**config.mk**
```make
export PLATFORM = sky130hd
export DESIGN_NAME = spi_mt_master
export DESIGN_NICKNAME = d
export VERILOG_FILES = /design/src/rtl/spi_mt_pkg.sv /design/src/rtl/spi_mt_tick.sv /design/src/rtl/spi_mt_engine.sv /design/src/rtl/spi_mt_rx_lane.sv /design/src/rtl/spi_mt_master.sv
export SDC_FILE = /design/constraint.sdc
export NUM_CORES = 1
export LEC_CHECK = 0
export CAP_MARGIN = 20
export CORE_MARGIN = 10
export CORE_UTILIZATION = 55
export CTS_BUF_LIST = sky130_fd_sc_hd__clkbuf_8
export CTS_CLUSTER_DIAMETER = 100
export DETAILED_ROUTE_END_ITERATION = 6
export PLACE_DENSITY = 0.8
export SLEW_MARGIN = 20
export SYNTH_ARGS = -nofsm -noshare
export SYNTH_HDL_FRONTEND = slang
export SYNTH_SLANG_ARGS = --single-unit
```
**constraint.sdc**
```tcl
create_clock -name clk_i -period 2.7 [get_ports clk_i]
set_input_delay 0.81 -clock clk_i [delete_from_list [all_inputs] [get_ports clk_i]]
set_output_delay 0.81 -clock clk_i [all_outputs]
set_load 0.02 [all_outputs]
```
**src/rtl/spi_mt_pkg.sv**
```systemverilog
package spi_mt_pkg;
  typedef enum logic [1:0] {
    REG_CFG = 2'd0,
    REG_CMD = 2'd1,
    REG_RX  = 2'd2,
    REG_NUL = 2'd3
  } reg_sel_e;

  localparam int CFG_DIV_LSB   = 0;
  localparam int CFG_RST_LSB   = 4;
  localparam int CMD_PAD_LSB   = 16;
  localparam int CMD_PAD_W     = 5;
  localparam int CMD_RNW_BIT   = 23;
  localparam int CMD_CS_LSB    = 24;
  localparam int STAT_BUSY_BIT = 31;
endpackage

```
**src/rtl/spi_mt_tick.sv**
```systemverilog
module spi_mt_tick #(
  parameter int DIV_W = 2
) (
  input  logic             clk_i,
  input  logic             rst_ni,
  input  logic             run_i,
  input  logic             clr_i,
  input  logic [DIV_W-1:0] div_i,
  output logic             tick_o
);
  localparam int CW = 1 << DIV_W;

  logic [CW-1:0] cnt_q;
  logic [CW-1:0] half_m1;

  assign half_m1 = (CW'(1) << div_i) - CW'(1);
  assign tick_o  = run_i && (cnt_q == half_m1);

  always_ff @(posedge clk_i or negedge rst_ni) begin
    if (!rst_ni)                     cnt_q <= '0;
    else if (clr_i || !run_i || tick_o) cnt_q <= '0;
    else                             cnt_q <= cnt_q + CW'(1);
  end
endmodule

```
**src/rtl/spi_mt_engine.sv**
```systemverilog
module spi_mt_engine #(
  parameter int FRAME_W = 24,
  parameter int N_CHIP  = 4,
  parameter int RX_BITS = 8
) (
  input  logic               clk_i,
  input  logic               rst_ni,
  input  logic               start_i,
  input  logic [FRAME_W-1:0] frame_i,
  input  logic [N_CHIP-1:0]  mask_i,
  input  logic               rd_i,
  input  logic               tick_i,
  output logic               busy_o,
  output logic               sclk_o,
  output logic               mosi_o,
  output logic [N_CHIP-1:0]  cs_no,
  output logic [N_CHIP-1:0]  sel_o,
  output logic               rd_o,
  output logic               smp_o,
  output logic               done_o
);
  localparam int CNT_W = $clog2(2 * FRAME_W + 1);
  localparam logic [CNT_W-1:0] LAST     = CNT_W'(2 * FRAME_W);
  localparam logic [CNT_W-1:0] SMP_FROM = CNT_W'(2 * (FRAME_W - RX_BITS));

  logic               busy_q;
  logic [CNT_W-1:0]   cnt_q;
  logic [FRAME_W-1:0] sh_q;
  logic [N_CHIP-1:0]  sel_q;
  logic               rd_q;
  logic               rise;

  // half-edge count: odd = sclk high
  assign rise   = busy_q && tick_i && !cnt_q[0] && (cnt_q != LAST);
  assign smp_o  = rise && (cnt_q >= SMP_FROM);
  assign done_o = busy_q && tick_i && (cnt_q == LAST);
  assign busy_o = busy_q;
  assign sclk_o = busy_q && cnt_q[0];
  assign mosi_o = busy_q && sh_q[FRAME_W-1];
  assign cs_no  = busy_q ? ~sel_q : '1;
  assign sel_o  = sel_q;
  assign rd_o   = rd_q;

  always_ff @(posedge clk_i or negedge rst_ni) begin
    if (!rst_ni) begin
      busy_q <= 1'b0;
      cnt_q  <= '0;
      sh_q   <= '0;
      sel_q  <= '0;
      rd_q   <= 1'b0;
    end else if (!busy_q) begin
      if (start_i) begin
        busy_q <= 1'b1;
        cnt_q  <= '0;
        sh_q   <= frame_i;
        sel_q  <= mask_i;
        rd_q   <= rd_i;
      end
    end else if (tick_i) begin
      if (cnt_q == LAST) begin
        busy_q <= 1'b0;
        cnt_q  <= '0;
      end else begin
        cnt_q <= cnt_q + CNT_W'(1);
        if (cnt_q[0]) sh_q <= {sh_q[FRAME_W-2:0], 1'b0};
      end
    end
  end


  mosi_hold_chk: assert property (@(posedge clk_i) disable iff (!rst_ni)
    (sclk_o && $past(sclk_o)) |-> $stable(mosi_o));

  sclk_in_frame_chk: assert property (@(posedge clk_i) disable iff (!rst_ni)
    $rose(sclk_o) |-> (busy_o && (cs_no != '1 || sel_q == '0)));

  idle_cs_chk: assert property (@(posedge clk_i) disable iff (!rst_ni)
    !busy_o |-> (cs_no == '1 && !sclk_o && !mosi_o));
endmodule

```
**src/rtl/spi_mt_rx_lane.sv**
```systemverilog
module spi_mt_rx_lane #(
  parameter int RX_BITS = 8
) (
  input  logic               clk_i,
  input  logic               rst_ni,
  input  logic               smp_i,
  input  logic               miso_i,
  input  logic               commit_i,
  output logic [RX_BITS-1:0] lane_o
);
  logic [RX_BITS-1:0] sh_q;

  always_ff @(posedge clk_i or negedge rst_ni) begin
    if (!rst_ni) begin
      sh_q   <= '0;
      lane_o <= '0;
    end else begin
      if (smp_i)    sh_q   <= {sh_q[RX_BITS-2:0], miso_i};
      if (commit_i) lane_o <= sh_q;
    end
  end
endmodule

```
**src/rtl/spi_mt_master.sv**
```systemverilog
module spi_mt_master
  import spi_mt_pkg::*;
#(
  parameter int N_CHIP  = 4,
  parameter int DIV_W   = 2,
  parameter int RX_BITS = 8,
  parameter int FRAME_W = 24,
  parameter int DATA_W  = 32
) (
  input  logic              clk_i,
  input  logic              rst_ni,
  input  logic              bus_we_i,
  input  logic [1:0]        bus_addr_i,
  input  logic [DATA_W-1:0] bus_wdata_i,
  output logic [DATA_W-1:0] bus_rdata_o,
  output logic              busy_o,
  output logic              sclk_o,
  output logic              mosi_o,
  output logic [N_CHIP-1:0] cs_no,
  input  logic [N_CHIP-1:0] miso_i,
  output logic [N_CHIP-1:0] chip_rst_no
);
  localparam int CMD_W  = CMD_CS_LSB + N_CHIP;
  localparam int RX_ALL = N_CHIP * RX_BITS;

  reg_sel_e           addr;
  logic               wr_cfg, wr_cmd, accept;
  logic [DIV_W-1:0]   div_q, div_run_q;
  logic [N_CHIP-1:0]  rst_q;
  logic [CMD_W-1:0]   cmd_q, cmd_in;
  logic               tick, smp, done, eng_rd;
  logic [N_CHIP-1:0]  eng_sel;
  logic [RX_ALL-1:0]  rx_all;

  assign addr   = reg_sel_e'(bus_addr_i);
  assign wr_cfg = bus_we_i && (addr == REG_CFG);
  assign wr_cmd = bus_we_i && (addr == REG_CMD);
  assign accept = wr_cmd && !busy_o;

  always_comb begin
    cmd_in = bus_wdata_i[CMD_W-1:0];
    cmd_in[CMD_PAD_LSB +: CMD_PAD_W] = '0;
  end

  always_ff @(posedge clk_i or negedge rst_ni) begin
    if (!rst_ni) begin
      div_q     <= '0;
      rst_q     <= '0;
      cmd_q     <= '0;
      div_run_q <= '0;
    end else begin
      if (wr_cfg) begin
        div_q <= bus_wdata_i[CFG_DIV_LSB +: DIV_W];
        rst_q <= bus_wdata_i[CFG_RST_LSB +: N_CHIP];
      end
      if (accept) begin
        cmd_q     <= cmd_in;
        div_run_q <= div_q;
      end
    end
  end

  spi_mt_tick #(.DIV_W(DIV_W)) u_tick (
    .clk_i  (clk_i),
    .rst_ni (rst_ni),
    .run_i  (busy_o),
    .clr_i  (accept),
    .div_i  (div_run_q),
    .tick_o (tick)
  );

  spi_mt_engine #(.FRAME_W(FRAME_W), .N_CHIP(N_CHIP), .RX_BITS(RX_BITS)) u_eng (
    .clk_i   (clk_i),
    .rst_ni  (rst_ni),
    .start_i (accept),
    .frame_i (cmd_in[FRAME_W-1:0]),
    .mask_i  (cmd_in[CMD_CS_LSB +: N_CHIP]),
    .rd_i    (cmd_in[CMD_RNW_BIT]),
    .tick_i  (tick),
    .busy_o  (busy_o),
    .sclk_o  (sclk_o),
    .mosi_o  (mosi_o),
    .cs_no   (cs_no),
    .sel_o   (eng_sel),
    .rd_o    (eng_rd),
    .smp_o   (smp),
    .done_o  (done)
  );

  for (genvar g = 0; g < N_CHIP; g++) begin : g_lane
    spi_mt_rx_lane #(.RX_BITS(RX_BITS)) u_lane (
      .clk_i    (clk_i),
      .rst_ni   (rst_ni),
      .smp_i    (smp),
      .miso_i   (miso_i[g]),
      .commit_i (done && eng_rd && eng_sel[g]),
      .lane_o   (rx_all[g*RX_BITS +: RX_BITS])
    );


    unsel_lane_chk: assert property (@(posedge clk_i) disable iff (!rst_ni)
      (!eng_sel[g] || !eng_rd) |=> $stable(rx_all[g*RX_BITS +: RX_BITS]));
  end

  assign chip_rst_no = rst_q;

  always_comb begin
    bus_rdata_o = '0;
    unique case (addr)
      REG_CFG: begin
        bus_rdata_o[CFG_DIV_LSB +: DIV_W]  = div_q;
        bus_rdata_o[CFG_RST_LSB +: N_CHIP] = rst_q;
      end
      REG_CMD: begin
        bus_rdata_o[CMD_W-1:0]     = cmd_q;
        bus_rdata_o[STAT_BUSY_BIT] = busy_o;
      end
      REG_RX:  bus_rdata_o[RX_ALL-1:0] = rx_all;
      default: bus_rdata_o = '0;
    endcase
  end


  busy_drop_chk: assert property (@(posedge clk_i) disable iff (!rst_ni)
    (wr_cmd && busy_o) |=> $stable(cmd_q));

  accept_busy_chk: assert property (@(posedge clk_i) disable iff (!rst_ni)
    accept |=> busy_o);
endmodule

```
# [After elaboration in Yosys (flattened, before gate mapping)]
# Index checks and enable logic that the tools add are counted.
[op_classes] add_sub_neg=3 n_lt_le_gt_ge=1 eq_ne=8 shifts=1 mux=21 n_bitwise=2 reduce_logical=25
[ops] operator="24-bit 2-to-1 mux" n=5
[ops] operator="20-bit case mux with 2 select lines" n=1
[ops] operator="6-bit 2-to-1 mux" n=4
[ops] operator="1-bit logical AND" n=16
[ops] operator="4-bit case mux with 3 select lines" n=1
[ops] operator="4-bit 2-to-1 mux" n=2
[ops] operator="6-bit by 1-bit adder with 6-bit output (second input constant)" n=1
[ops] operator="6-bit equality test (second input constant)" n=1
[ops] operator="6-bit greater-or-equal comparator (second input constant)" n=1
[ops] operator="6-bit inequality test (second input constant)" n=1
[ops] operator="2-bit case mux with 3 select lines" n=1
[ops] operator="4-bit by 1-bit adder with 4-bit output (second input constant)" n=1
[ops] operator="4-bit equality test" n=1
[ops] operator="1-bit 2-to-1 mux" n=4
[ops] operator="2-bit inequality test (second input constant)" n=2
[ops] operator="4-bit inverter" n=1
[ops] operator="2-bit case mux with 2 select lines" n=1
[ops] operator="2-bit AND reduction" n=2
[ops] operator="4-bit AND reduction" n=1
[ops] operator="1-bit by 2-bit << shifter with 4-bit output (first input constant)" n=1
[ops] operator="4-bit by 2-bit subtractor with 4-bit output (second input constant)" n=1
[ops] operator="3-bit 2-to-1 mux" n=1
[ops] operator="2-bit by 1-bit equality test with 1-bit output (second input constant)" n=1
[ops] operator="2-bit equality test (second input constant)" n=1
[ops] operator="other kinds (7)" n=9
[word_totals] ff_bits=135 inputBits=41 output_inout_bits=43 word_cells=79

# [Longest topological paths before layout]
# Gate-level depths: netlist of run 1.
[depth] ltp_word=8 mapped_depth=9

# [By module]
# A second synthesis of run 1 with hierarchy kept.
[unflattened] cells_unflattened=446 hier_area_um2=6521.3
[modules_own_cells] module="spi_mt_rx_lane" instances=4 cells_per_inst=34 area_per_inst_um2=663.1
[modules_own_cells] module="spi_mt_engine" instances=1 cells_per_inst=145 area_per_inst_um2=1874.3
[modules_own_cells] module="spi_mt_master" instances=1 cells_per_inst=141 area_per_inst_um2=1746.7
[modules_own_cells] module="spi_mt_tick" instances=1 cells_per_inst=24 area_per_inst_um2=247.7

# [Worst setup path after synthesis of run 1]
# Ideal clock, no wire load.
[synth_path] kind="input-to-output" startpoint="in bus_addr_i[1]" endpoint="out bus_rdata_o[12]" arrival_ps=1940 slack_ps=-50 path_stages=6 path_buffers=2 cell_sequence="inv_1 ha_1 clkbuf_1 clkbuf_1 a22oi_1 nor2b_1"
[synth_between] elab_chain_len=2 word_cells_on_any_way=3 classes_between="eq/ne: 2; mux: 1"
[synth_lines] item="from (decl)" line_no="spi_mt_master.sv:13" text="input logic [1:0] bus_addr_i,"
[synth_lines] item="2-bit equality test or 2-bit by 1-bit equality test with 1-bit output (tied branches)" line_no="spi_mt_master.sv:109" text="unique case (addr)"
[synth_lines] item="20-bit case mux with 2 select lines (*)" line_no="spi_mt_master.sv:109"
[synth_lines] item="to (decl)" line_no="spi_mt_master.sv:15" text="output logic [DATA_W-1:0] bus_rdata_o,"
# Every way passes the cells marked *; elsewhere a longest branch is shown, timed or not.

# [Final worst setup path of run 1]
[layout_path] startpoint="in bus_addr_i[0]" endpoint="out bus_rdata_o[0]"
[layout_between] elab_chain_len=2 word_cells_on_any_way=4 classes_between="eq/ne: 2; mux: 1; reduce/logical: 1"
[layout_lines] item="2-bit equality test, or another cell as far along" line_no="spi_mt_master.sv:109"
[layout_lines] item="2-bit case mux with 3 select lines (*)" line_no="spi_mt_master.sv:109"
# Marked as above.

==> key figures, run 1 <==
Logic synthesis
  • Syn. warnings: 0
  • Asr flop ratio synth: 100.0%
  • Number of library cell types mapped by synthesis: 41
  • Sequential area share after synthesis: 55.60%
  • Synthesized Nets: 537
  • Post-synth EDFFs: 0
  • Ys flop type: dfrtp_1
  • Synthesized cell area: 5851 sq um
  • Post-Syn Instances: 489
  • Avg Synthesized Cell Area: 11.96 sq um
  • Top cells by area, synth: dfrtp_1 (56%), mux2_2 (20%), nand2_1 (6.5%)
  • Synthesized flop and latch total: 130
  • Post-synth top area cell: dfrtp_1
  • Yosys top cell area share: 55.60%

Worst setup path
  • Kind of critical path: primary input to output pin
  • FF-to-FF setup slack: 180 ps
  • Crit Reg-Reg Startpoint: u_tick.cnt_q[2]$_DFF_PN0_
  • Worst r2r path cells: 5
  • Worst Setup End Kind: output pin
  • Critical path required time: 1890 ps
  • End of the worst register-to-register path: u_eng.sh_q[2]$_DFFE_PN0P_
  • Startpoint types: primary input
  • Worst setup path start: bus_addr_i[0]
  • Crit path DAT: 1870 ps
  • Worst Path Max Fanout: 6

Timing
  • Final worst-path cycle share: 99.35%
  • Final clock skew: 7.712 ps
  • RSZ-0062 raised after global routing: yes
  • Final worst slack: 17.60 ps
  • Fin. max-slew vios: 0
  • Min cycle time layout: 2682 ps
  • Final Hold Vio Count: 0
  • Worst relative slew slack: 35.88%
  • Setup-failing EPs final: 0
  • Least-Margin Pin Slew: 961.9 ps
  • FMAX: 372.8 MHz

Global routing
  • Vias in the first global route: 4401
  • GRT Residual Overflow: 0
  • Global-route wire length before repair: 22.20 mm
  • Largest net degree at the start of global routing: 62
  • Initial antenna violation count: 0
  • All-Layer GR Usage: 18.73%

Clocking
  • CTS Root Buffer Type: clkbuf_8
  • H-tree Lvls: 4
  • Num CTS Buffers: 17
  • CTS Buffer Depth: 2
  • Clock sink count: 130
  • Worst-Skew Late Latency: 440 ps
  • CTS tree: yes
  • CTS Hold Bufs: 0
  • Reg clk slew, reported paths: 70 ps

Placed design
  • DP HPWL: 9.273 mm
  • GPL Wtd Cong: 0.8613
  • DP Area: 6897 sq um
  • Pre-CTS setup slack: -854.0 ps
  • PortBufs: 74

Die
  • Ports: 84
  • Die boundary height: 123.1 um
  • # rows: 37
  • Core Area: 10320 sq um
  • DIE WIDTH: 123.1 um
  • Die area: 15160 sq um
  • Starting Density: 56.67%

Pwr
  • Leak Pwr: 3.505 nW
  • PD cells: 604.4 nW/um^2
  • Max VDD drop: 431.6 uV

Final layout
  • Most frequent cells in the layout: dfrtp_1 (129), mux2_2 (106), nand2_1 (101)
  • Area Overhead vs Synth: 25.43%
  • Most common cell after layout, fill and taps aside: dfrtp_1
  • Share of layout cells above drive strength 1: 38.76%
  • Final instance area: 7338 sq um
  • Fin nets: 631
  • Ant. Diodes: 0

Routing
  • Final wirelength: 13.65 mm
  • Antenna Violating Nets Remaining: 0
  • Residual DRC: 0
  • DR iter-0 viols: 337
  • Post-DR wirelength/cell: 18.65 um
  • DRT Pass-1 Iters: 6
  • Routed vias/inst: 5.689
  • Vias: 4164

Job
  • Max-cap viol count: 0

Min path
  • Hold WC Path Type: primary input to async pin

Run status
  • Status: complete, no violations
Yosys cell counts (7+ instances only):
cell type  instances
ha_1               7
clkbuf_1          18
dfrtp_1          130
a22oi_1           18
and2_1             9
inv_1              7
nand2_1          101
nor2_1            13
nor2b_1           19
nand3_1            9
mux2_2           106
worst max-delay path by stage:
stage | end | slack [ps] | cells past startpoint
after floorplan | bus_rdata_o[12] | 30 | 6
after global placement | bus_rdata_o[10] | -810 | 7
after detailed placement | bus_rdata_o[10] | -850 | 7
after CTS | bus_rdata_o[0] | -10 | 7
after global routing | bus_rdata_o[4] | -10 | 7
final | bus_rdata_o[0] | 20 | 7
logic make-up after synthesis:
kind of cell	after synthesis	share of synthesized area, %
muxes	112	21.43
DFF	130	55.60
AOI/OAI and AO/OA	38	5.325
and+or+nand+nor	170	13.60
xor gates and xnor gates	2	0.2995
buffers and inverters	30	2.245
adders and majority gates	7	1.497
timing repair:
action | in CTS | in global routing
buffers inserted | 1 | 1
gates resized for setup | 136 | 20
pin swaps | 9 | 8
setup endpoints to repair | 32 | 18
report_power, final:
group / switching (W) / internal, W / total, W
Sequential: 0.0000872 / 0.00205 / 0.00214
Combinational: 0.000276 / 0.000274 / 0.000550
Clock: 0.000738 / 0.00101 / 0.00175
Total: 0.00110 / 0.00333 / 0.00444
registers in the layout, summed over array words and instances, names as in the netlist:
| register | flops |
|---|---|
| u_tick.cnt_q | 4 |
| u_eng.cnt_q | 6 |
| chip_rst_no | 4 |
| cmd_q | 21 |
| u_eng.busy_o | 1 |
| g_lane.u_lane.lane_o | 32 |
| div_run_q | 2 |
| g_lane.u_lane.sh_q | 32 |
| div_q | 2 |
| u_eng.sh_q | 24 |
| u_eng.sel_o | 2 |
area by class of cell:
type | instances | area [sq um]
clock buffer | 18 | 247.7
tap | 136 | 170.2
timing repair buffer | 98 | 884.6
multi-input combinational | 329 | 2584
inverter | 7 | 26.28
sequential | 130 | 3254
fill | 689 | 2985
clock inverter | 14 | 171.4
per-layer routing:
layer | share of wire [%] | vias up | global-route usage (%)
met1 | 42 | 2082 | 21.91
met3 | 6.3 | 35 | 6.108
met4 | 3.1 | 0 | 8.879
met5 | 0 | - | 0
li1 | - | 1902 | -
met2 | 49 | 145 | 30.66
stage by stage:
stage | total power, W | utilization (%) | hold WS [ps] | std cells | TNS, ps
4_1_cts | 0.004464 | 71.40 | 308.0 | 731 | -10.33
2_1_floorplan | 0.002444 | - | 445.3 | 489 | 0
6_report | 0.004435 | 71.08 | 314.0 | 732 | 0
3_5_place_dp | 0.002707 | 66.80 | 473.4 | 698 | -35720
3_3_place_gp | 0.002688 | 66.80 | 468.3 | 698 | -32990
5_1_grt | 0.004610 | 71.08 | 326.0 | 732 | -30.41
critical path, cell delays in order:
cell and delay, ps:
buf_8 100, buf_6 110, ha_4 160, buf_6 130, a222oi_1 350, nor2_2 70, buf_6 140
Power figures use the tool's default switching activity.
==> inputs of run 2 (changes only) <==
- CORE_UTILIZATION: 55 -> 56
- PLACE_DENSITY: 0.8 -> 0.82
==> key figures, run 2 (synthesized netlist as in run 1, its figures left out) <==
Routing
  • Vias: 4124 (-0.96%)
  • DRT Pass-1 Iters: 6 (unchanged)
  • Residual DRC: 0 (unchanged)
  • Final wirelength: 13.93 mm (+2.0%)
  • Post-DR wirelength/cell: 19.11 um (+2.5%)
  • DR iter-0 viols: 277 (-18%)
  • Routed vias/inst: 5.657 (-0.55%)
  • Antenna Violating Nets Remaining: 0 (unchanged)

Job
  • Max-cap viol count: 0 (unchanged)

Clocking
  • CTS tree: yes
  • Num CTS Buffers: 17 (unchanged)
  • Clock sink count: 130 (unchanged)
  • Worst-Skew Late Latency: 440 ps (about the same)
  • CTS Buffer Depth: 2 (unchanged)
  • CTS Root Buffer Type: clkbuf_8
  • H-tree Lvls: 4 (unchanged)
  • CTS Hold Bufs: 0 (unchanged)
  • Reg clk slew, reported paths: 70 ps (about the same)

Die
  • Die boundary height: 122.2 um (-0.75%)
  • DIE WIDTH: 122.2 um (-0.75%)
  • Die area: 14940 sq um (-1.5%)
  • Core Area: 10230 sq um (-0.90%)
  • Ports: 84 (unchanged)
  • Starting Density: 57.18% (+0.51 points)
  • # rows: 37 (unchanged)

Global routing
  • Vias in the first global route: 4415 (+0.32%)
  • Initial antenna violation count: 0 (unchanged)
  • All-Layer GR Usage: 19.25% (+0.52 points)
  • Largest net degree at the start of global routing: 44 (-29%)
  • Global-route wire length before repair: 22.42 mm (+1.0%)
  • GRT Residual Overflow: 0 (unchanged)

Timing
  • RSZ-0062 raised after global routing: yes
  • Final worst-path cycle share: 99.87% (+0.52 points)
  • Final Hold Vio Count: 0 (unchanged)
  • Hold slack: 347.1 ps (+33.06 ps)
  • Least-Margin Pin Slew: 941.4 ps (-20.47 ps)
  • FMAX: 370.9 MHz (-0.52%)
  • Fin. max-slew vios: 0 (unchanged)
  • Worst relative slew slack: 37.24% (+1.4 points)
  • Final clock skew: 8.788 ps (+1.076 ps)
  • Min cycle time layout: 2696 ps (+14.05 ps)
  • Final worst slack: 3.549 ps (-14.05 ps)
  • Setup-failing EPs final: 0 (unchanged)

Worst setup path
  • Crit path depth: 7 (unchanged)
  • Crit-path cells: buf_8 > inv_6 > ha_4 > buf_12 > a222oi_1 > nor2_2 > buf_6
  • Worst Setup End Kind: output pin
  • Critical path required time: 1890 ps (about the same)
  • Max incr delay on CP: 410 ps (+60 ps)
  • CP bufs+invs: 4 (unchanged)
  • CP top delay family: buffers and inverters
  • Crit-path slowest cell: a222oi_1
  • Crit path DAT: 1890 ps (+20 ps)
  • Startpoint types: primary input
  • Kind of critical path: primary input to output pin
  • Worst Path Max Fanout: 10 (+4)
  • Worst r2r path cells: 5 (unchanged)

Pwr
  • Max VDD drop: 349.7 uV (-19%)
  • PD cells: 606.3 nW/um^2 (+0.31%)
  • Leak Pwr: 3.477 nW (-0.80%)

Placed design
  • Pre-CTS setup slack: -937.7 ps (-83.68 ps)
  • DP Area: 6922 sq um (+0.36%)
  • DP HPWL: 9.740 mm (+5.0%)
  • Dpl cells: 698 (unchanged)
  • PortBufs: 74 (unchanged)
  • GPL Wtd Cong: 0.8235 (-4.4%)

Final layout
  • Final instance area: 7360 sq um (+0.29%)
  • Ant. Diodes: 0 (unchanged)
  • Fin nets: 629 (-0.32%)
  • Top flop regs: g_lane.u_lane.lane_o x32, g_lane.u_lane.sh_q x32, u_eng.sh_q x24
  • Area Overhead vs Synth: 25.79%
  • Share of layout cells above drive strength 1: 38.45% (-0.31 points)
  • Most frequent cells in the layout: dfrtp_1 (129), mux2_2 (106), nand2_1 (101)
  • Most common cell after layout, fill and taps aside: dfrtp_1
  • Layout Utilization: 71.93% (+0.85 points)
  • Non-Filler Instances: 729 (-0.41%)

Run status
  • Status: complete, no violations

Min path
  • Hold WC Path Type: primary input to async pin
==> run 2: layout make-up <==
type | count | area [sq um]
sequential | 130 | 3254
fill | 706 | 2872
multi-input combinational | 329 | 2564
timing repair buffer | 96 | 904.6
clock buffer | 22 | 302.8
tap | 136 | 170.2
clock inverter | 9 | 127.6
inverter | 7 | 36.28
==> run 2: stage by stage <==
stage | total power (W) | setup TNS, ps
global route | 0.004613 | -59.81
detailed placement | 0.002716 | -31200
floorplan | 0.002444 | 0
CTS | 0.004486 | -12.67
finish | 0.004462 | 0
global placement | 0.002693 | -27700
==> run 2: worst paths after layout <==
check	slack (ps)	start	end
worst max-delay path	4	bus_addr_i[1]	bus_rdata_o[0]
worst min-delay path	350	rst_ni	u_eng.sh_q[6]$_DFFE_PN0P_
worst max register to register	230	u_tick.cnt_q[2]$_DFF_PN0_	u_eng.sh_q[5]$_DFFE_PN0P_
worst min register to register	500	cmd_q[10]$_DFFE_PN0P_	cmd_q[10]$_DFFE_PN0P_
max in group asynchronous	1690	rst_ni	u_eng.sh_q[15]$_DFFE_PN0P_
min in group clk_i	500	cmd_q[10]$_DFFE_PN0P_	cmd_q[10]$_DFFE_PN0P_
==> run 2: power breakdown <==
part / total [W] / internal [W] / switching (W)
Clock: 0.00177 / 0.00103 / 0.000742
Combinational: 0.000557 / 0.000280 / 0.000277
Sequential: 0.00214 / 0.00205 / 0.0000871
Total: 0.00446 / 0.00336 / 0.00111
==> run 2: worst reg2reg max path, stage by stage, from the launching register on <==
cell and delay, ps:
dfrtp_1 460, nor4b_2 300, o31ai_1 110, a21o_1 230, o31ai_4 820, mux2_2 430
==> run 2: per-layer routing <==
| metal | track usage, % | wire [um] |
|---|---|---|
| met1 | 21.88 | 5502 |
| met4 | 8.247 | 311 |
| met2 | 32.77 | 7176 |
| met5 | 0 | 0 |
| met3 | 6.198 | 938 |
==> run 2: timing repair <==
action | in CTS | in global routing
setup buffers | 0 | 0
endpoints found under the setup margin | 33 | 3
resized for setup | 152 | 5
gates cloned | 1 | 0
pin swaps | 10 | 4
